### src/rtl/rxf_pkg.sv
package rxf_pkg;

  typedef enum logic [2:0] {
    ST_OFF,
    ST_IDLE,
    ST_FILL,
    ST_FULL,
    ST_SKIP
  } rxf_state_e;

  typedef enum logic [1:0] {
    PC_NONE       = 2'd0,
    PC_DONE       = 2'd1,
    PC_OVERFLOW   = 2'd2,
    PC_COUNT_ZERO = 2'd3
  } post_code_e;

endpackage

### src/rtl/rxf_addr_filter.sv
module rxf_addr_filter #(
  parameter int DW = 16,
  parameter int HW = 8
) (
  input  logic [DW-1:0] word_i,
  input  logic [HW-1:0] local_i,
  output logic          accept_o
);

  logic [HW-1:0] dest;
  logic          is_bcast;
  logic          is_mine;
  logic          is_promisc;

  always_comb begin
    dest       = word_i[DW-1 -: HW];
    is_bcast   = (dest == '0);
    is_mine    = (dest == local_i);
    is_promisc = (local_i == '0);
    accept_o   = is_bcast | is_mine | is_promisc;
  end

endmodule

### src/rtl/rxf_store_path.sv
module rxf_store_path #(
  parameter int DW = 16,
  parameter int AW = 16,
  parameter int CW = 16
) (
  input  logic          clk,
  input  logic          rst_n,
  input  logic          load_i,
  input  logic          adv_i,
  input  logic          flush_i,
  input  logic [DW-1:0] word_i,
  input  logic [AW-1:0] base_i,
  output logic [CW-1:0] stored_o,
  output logic          wr_en_o,
  output logic [AW-1:0] wr_addr_o,
  output logic [DW-1:0] wr_data_o
);

  logic [DW-1:0] pend_q, pend_d;
  logic [CW-1:0] ptr_q, ptr_d;
  logic [AW-1:0] base_q, base_d;
  logic          wen_q, wen_d;
  logic [AW-1:0] wad_q, wad_d;
  logic [DW-1:0] wdt_q, wdt_d;
  logic          pend_en, ptr_en, base_en, wdat_en;
  logic          do_store;

  always_comb begin
    do_store = adv_i | flush_i;
    pend_d   = word_i;
    pend_en  = load_i | adv_i;
    base_d   = base_i;
    base_en  = load_i;
    ptr_en   = load_i | do_store;
    ptr_d    = load_i ? '0 : ptr_q + 1'b1;
    wen_d    = do_store;
    wdat_en  = do_store;
    wad_d    = base_q + AW'(ptr_q);
    wdt_d    = pend_q;
  end

  always_ff @(posedge clk or negedge rst_n) begin
    if (!rst_n) begin
      pend_q <= '0;
      ptr_q  <= '0;
      base_q <= '0;
      wen_q  <= 1'b0;
      wad_q  <= '0;
      wdt_q  <= '0;
    end else begin
      wen_q <= wen_d;
      if (pend_en) pend_q <= pend_d;
      if (ptr_en)  ptr_q  <= ptr_d;
      if (base_en) base_q <= base_d;
      if (wdat_en) begin
        wad_q <= wad_d;
        wdt_q <= wdt_d;
      end
    end
  end

  assign stored_o  = ptr_q;
  assign wr_en_o   = wen_q;
  assign wr_addr_o = wad_q;
  assign wr_data_o = wdt_q;

endmodule

### src/rtl/rxf_post_regs.sv
module rxf_post_regs #(
  parameter int DW = 16,
  parameter int CW = 16
) (
  input  logic               clk,
  input  logic               rst_n,
  input  logic               fire_i,
  input  rxf_pkg::post_code_e code_i,
  input  logic [DW-1:0]      status_i,
  input  logic [CW-1:0]      count_i,
  output logic               valid_o,
  output logic [1:0]         code_o,
  output logic [DW-1:0]      status_o,
  output logic [CW-1:0]      count_o
);

  logic          valid_q;
  logic [1:0]    code_q;
  logic [DW-1:0] status_q;
  logic [CW-1:0] count_q;

  always_ff @(posedge clk or negedge rst_n) begin
    if (!rst_n) begin
      valid_q  <= 1'b0;
      code_q   <= '0;
      status_q <= '0;
      count_q  <= '0;
    end else begin
      valid_q <= fire_i;
      if (fire_i) begin
        code_q   <= code_i;
        status_q <= status_i;
        count_q  <= count_i;
      end
    end
  end

  assign valid_o  = valid_q;
  assign code_o   = code_q;
  assign status_o = status_q;
  assign count_o  = count_q;

endmodule

### src/rtl/rx_filter_buf.sv
module rx_filter_buf #(
  parameter int            DW        = 16,
  parameter int            HW        = 8,
  parameter int            AW        = 16,
  parameter int            CW        = 16,
  parameter logic [DW-1:0] STAT_MASK = 16'h00FF
) (
  input  logic          clk,
  input  logic          rst_n,
  input  logic          rx_arm,
  input  logic          rx_valid,
  input  logic [DW-1:0] rx_data,
  input  logic          rx_atten,
  input  logic [HW-1:0] local_addr,
  input  logic [AW-1:0] buf_base,
  input  logic [CW-1:0] word_cnt,
  output logic          wr_en,
  output logic [AW-1:0] wr_addr,
  output logic [DW-1:0] wr_data,
  output logic          tx_reset,
  output logic          rx_on,
  output logic          post_valid,
  output logic [1:0]    post_code,
  output logic [DW-1:0] post_status,
  output logic [CW-1:0] post_count
);

  import rxf_pkg::*;

  rxf_state_e    st_q, st_d;
  logic [CW-1:0] left_q, left_d;
  logic [CW-1:0] size_q, size_d;
  logic          txr_q, txr_d;
  logic          cnt_en;

  logic          accept;
  logic          load, adv, flush;
  logic [CW-1:0] stored;
  logic          fire;
  post_code_e    code;
  logic [DW-1:0] stat;
  logic [CW-1:0] pcount;
  logic [DW-1:0] masked;

  rxf_addr_filter #(.DW(DW), .HW(HW)) filt_i (
    .word_i   (rx_data),
    .local_i  (local_addr),
    .accept_o (accept)
  );

  rxf_store_path #(.DW(DW), .AW(AW), .CW(CW)) store_i (
    .clk       (clk),
    .rst_n     (rst_n),
    .load_i    (load),
    .adv_i     (adv),
    .flush_i   (flush),
    .word_i    (rx_data),
    .base_i    (buf_base),
    .stored_o  (stored),
    .wr_en_o   (wr_en),
    .wr_addr_o (wr_addr),
    .wr_data_o (wr_data)
  );

  rxf_post_regs #(.DW(DW), .CW(CW)) post_i (
    .clk      (clk),
    .rst_n    (rst_n),
    .fire_i   (fire),
    .code_i   (code),
    .status_i (stat),
    .count_i  (pcount),
    .valid_o  (post_valid),
    .code_o   (post_code),
    .status_o (post_status),
    .count_o  (post_count)
  );

  assign masked = rx_data & STAT_MASK;

  // Next-state and control decode
  always_comb begin
    st_d   = st_q;
    left_d = left_q;
    size_d = size_q;
    cnt_en = 1'b0;
    txr_d  = 1'b0;
    load   = 1'b0;
    adv    = 1'b0;
    flush  = 1'b0;
    fire   = 1'b0;
    code   = PC_NONE;
    stat   = '0;
    pcount = '0;
    unique case (st_q)
      ST_OFF: begin
        if (rx_arm) st_d = ST_IDLE;
      end
      ST_IDLE: begin
        if (rx_valid) begin
          if (rx_atten) begin
            fire   = 1'b1;
            code   = PC_DONE;
            stat   = masked;
            pcount = word_cnt;
            st_d   = ST_OFF;
          end else if (accept) begin
            txr_d = 1'b1;
            if (word_cnt == '0) begin
              fire   = 1'b1;
              code   = PC_COUNT_ZERO;
              st_d   = ST_OFF;
            end else begin
              load   = 1'b1;
              cnt_en = 1'b1;
              left_d = word_cnt;
              size_d = word_cnt;
              st_d   = ST_FILL;
            end
          end else begin
            st_d = ST_SKIP;
          end
        end
      end
      ST_FILL: begin
        if (rx_valid) begin
          if (rx_atten) begin
            flush  = 1'b1;
            fire   = 1'b1;
            code   = PC_DONE;
            stat   = masked;
            pcount = stored;
            st_d   = ST_OFF;
          end else begin
            adv    = 1'b1;
            cnt_en = 1'b1;
            left_d = left_q - 1'b1;
            if (left_q == CW'(1)) st_d = ST_FULL;
          end
        end
      end
      ST_FULL: begin
        if (rx_valid) begin
          fire   = 1'b1;
          pcount = size_q;
          st_d   = ST_OFF;
          if (rx_atten) begin
            code = PC_DONE;
            stat = masked;
          end else begin
            code = PC_OVERFLOW;
          end
        end
      end
      ST_SKIP: begin
        if (rx_valid && rx_atten) st_d = ST_IDLE;
      end
      default: st_d = ST_OFF;
    endcase
  end

  // State registers
  always_ff @(posedge clk or negedge rst_n) begin
    if (!rst_n) begin
      st_q   <= ST_OFF;
      left_q <= '0;
      size_q <= '0;
      txr_q  <= 1'b0;
    end else begin
      st_q  <= st_d;
      txr_q <= txr_d;
      if (cnt_en) begin
        left_q <= left_d;
        size_q <= size_d;
      end
    end
  end

  assign tx_reset = txr_q;
  assign rx_on    = (st_q != ST_OFF);

endmodule

### config.mk
export PLATFORM = sky130hd
export DESIGN_NAME = rx_filter_buf
export DESIGN_NICKNAME = d
export VERILOG_FILES = /design/src/rtl/rxf_pkg.sv /design/src/rtl/rxf_addr_filter.sv /design/src/rtl/rxf_store_path.sv /design/src/rtl/rxf_post_regs.sv /design/src/rtl/rx_filter_buf.sv
export SDC_FILE = /design/constraint.sdc
export NUM_CORES = 1
export LEC_CHECK = 0
export BUFFER_PORTS_ARGS = -buffer_cell sky130_fd_sc_hd__buf_2
export CORE_MARGIN = 8
export CORE_UTILIZATION = 60
export CTS_BUF_LIST = sky130_fd_sc_hd__clkbuf_16
export DETAILED_ROUTE_END_ITERATION = 10
export HOLD_SLACK_MARGIN = 0.08
export PLACE_DENSITY = 0.86
export RECOVER_POWER = 50
export SLEW_MARGIN = 15
export SYNTH_ARGS = -nofsm -noshare
export SYNTH_HDL_FRONTEND = slang
export SYNTH_SLANG_ARGS = --single-unit
### constraint.sdc
create_clock -name clk -period 3.5 [get_ports clk]
set_input_delay 0.175 -clock clk [delete_from_list [all_inputs] [get_ports clk]]
set_output_delay 0.175 -clock clk [all_outputs]
set_load 0.05 [all_outputs]
==> reports/metrics.yaml <==
rsz0062_at_grt: "no"
antenna_found_initial: 0
num_vias: 6417
pin_count: 131
diodes: 0
layout_common_cells: "nand2_1 (144), dfrtp_1 (144), clkbuf_1 (61)"
fmax_ghz: 0.341
synth_top_area_frac: 0.503
layout-drive-gt1-share: 0.181
maxCapViolCount: 1
critical_path_class: "reg -> reg"
netlist_area_um2: 7160
setup.worst_path.end_class: "register"
status: "finished, violations left"
syn_inst: 713
drv_slew: 100
drt_iter0_markers: 604
finalSetupViolCount: 0
worstPathCellList: "and4b_1, nor2_1, a2111oi_0, o21ai_4, nand2_1, o21ai_0"
routed_wl_um: 20000
crit_buf_inv: 0
yosys.cell_types.count: 61
clock_latency_ps: 430
skew_ps: 8.15
power.internal_mw: 3.44
ir_drop_uv: 669
hold_viol: 0
period_minus_slack_ps: 2930
combPwrFrac: 0.249
leakage_nw: 4.30
finish.utilization: 0.746
dp_hpwl_um: 13100
slowest_delay_ps: 740
routedWlPerCell_um: 19.4
yosys_warnings: 0
syn_to_final_growth_pct: 23.1
fin_cells: 1032
drc: 0
clk_pin_slew_ps: 60
fill_cells: 813
avgSynthCellArea_um2: 10.0
first_global_vias: 6476
grt.total_usage: 0.257
ys_ff_latch: 144
rows: 40
place_ws_ps: 773
cts_made_buffers: 17
place.gp.congestion: 0.857
switching_share: 0.356
violations: "max-capacitance violations, max-slew violations"
holdBufCountCts: 45
worstPathArrival_ps: 3190
pwr-share-clk: 0.356
first_pass_iters: 6
place_inst: 955
post_cts_buffers: 0
hold-worst-slack_ps: 95.7
yosys.area.top_type: "dfrtp_1"
die_x_um: 125
root_buffer: "clkbuf_16"
p_sw_mw: 1.90
die_h_um: 125
grt_pass1_wl_um: 32900
placed_cell_area_um2: 7820
async_flop_share: 1.00
cp_max_fo: 34
ys_dominant_reg_cell: "dfrtp_1"
synth_edf_count: 0
seq_area_frac_synth: 0.503
crit_slowest_cell: "and4b_1"
nets: 952
finalWorstSetupSlack_ps: 565
cts_tree: "done"
seq_area_um2: 3600
cts-htree-levels: 4
worst_pin_slew_ps: 2420
grt_max_degree: 100
powerDensity_nw_per_um2: 607
core_um2: 11800
routed_via_density: 6.22
synthTopCellsByArea: "dfrtp_1 (50%), nand2_1 (7.5%), mux2_2 (7.5%), ha_1 (3.1%), o21ai_0 (2.5%)"
cts.sinks: 144
clock_tree.buffer_depth: 2
cts_resized: 0
p_seq_frac: 0.396
finalInstanceArea_um2: 8810
ant_nets: 0
port_buffers: 122
die_area_um2: 15700
fin_setup_tns_ps: 0
hold_path.class: "in -> reg"
min_period_over_period: 0.839
gr-total-overflow: 0
relSlewSlack: -0.611
multi_input_area_um2: 3310
start_kind: "register"
start_util: 0.606
cp.required_ps: 3760
crit_family: "compound AO/OA/AOI/OAI gates"
power_mw: 5.35
[path summary, 6_finish.rpt]
kind / from / to / slack [ps] / cells past startpoint
setup / recovery: st_q[2]$_DFFE_PN0P_ / post_i.status_o[0]$_DFFE_PN0P_ / 570 / 6
hold / removal: word_cnt[3] / size_q[3]$_DFFE_PN0P_ / 100 / 2
setup reg to reg: st_q[2]$_DFFE_PN0P_ / post_i.status_o[0]$_DFFE_PN0P_ / 570 / 6
hold reg to reg: store_i.pend_q[0]$_DFFE_PN0P_ / store_i.wr_data_o[0]$_DFFE_PN0P_ / 460 / 2
max in group asynchronous: rst_n / post_i.status_o[4]$_DFFE_PN0P_ / 790 / 3
min in group asynchronous: rst_n / store_i.base_q[7]$_DFFE_PN0N_ / 1030 / 2
[per-layer routing]
layer  up-vias  wire length, um  track usage
li1       2863                -            -
met1      3153             8130        0.316
met2       343             9850        0.424
met3        58             1490       0.0625
met4         0              529        0.114
met5         -                0            0
[cells by family (layout without fill, tap and decap cells)]
| family | after synthesis | count (layout) | share of synthesized area |
|---|---|---|---|
| compound gates | 138 | 138 | 0.130 |
| xor+xnor | 33 | 33 | 0.0404 |
| fa+ha+maj | 19 | 19 | 0.0343 |
| buf+inv | 55 | 220 | 0.0390 |
| flops | 144 | 144 | 0.503 |
| mux | 51 | 51 | 0.0797 |
| other cells | 1 | 8 | 0.000524 |
| simple gates | 272 | 272 | 0.173 |
[state kept, by name, indices dropped and copies added, names as in the netlist]
register	flops
st_q	3
post_i.count_o	16
left_q	16
post_i.status_o	8
post_i.valid_o	1
store_i.base_q	16
store_i.wr_en_o	1
store_i.wr_addr_o	16
tx_reset	1
size_q	16
store_i.stored_o	16
store_i.pend_q	16
store_i.wr_data_o	16
post_i.code_o	2
[final cells by class]
type,instances,area share
multi-input combinational,521,0.376
inverter,13,0.00554
clock inverter,15,0.0220
tap,147,0.0209
clock buffer,17,0.0483
timing repair buffer,175,0.118
sequential,144,0.409
[power groups by stage]
| stage | Sequential, mW | Combinational [mW] | Clock (mW) |
|---|---|---|---|
| 3_5_place_dp | 2.12 | 1.32 | 0 |
| 5_1_grt | 2.14 | 1.43 | 1.97 |
| 4_1_cts | 2.10 | 1.37 | 1.90 |
| 3_3_place_gp | 2.11 | 1.28 | 0 |
| 2_1_floorplan | 2.57 | 0.489 | 0 |
| 6_report | 2.12 | 1.33 | 1.90 |
[Yosys cell counts (3+ instances only)]
master,n
a21o_1,5
mux2i_1,3
o211ai_1,4
nor2_1,47
nand2b_1,3
o22a_1,5
and3_1,5
and2_1,5
buf_6,3
a21oi_1,30
a222oi_1,16
o31ai_1,4
nand3_1,16
buf_4,10
nand2_1,144
inv_1,12
nor4_1,15
ha_1,18
buf_2,10
nand4_1,10
xnor2_1,16
clkbuf_1,17
o21ai_1,3
o21ai_0,36
a31oi_1,7
mux2_2,48
nor3_1,12
o22ai_1,4
xor2_1,17
dfrtp_1,144
o21bai_1,3
Note: power is estimated with default switching activity, not from simulation.
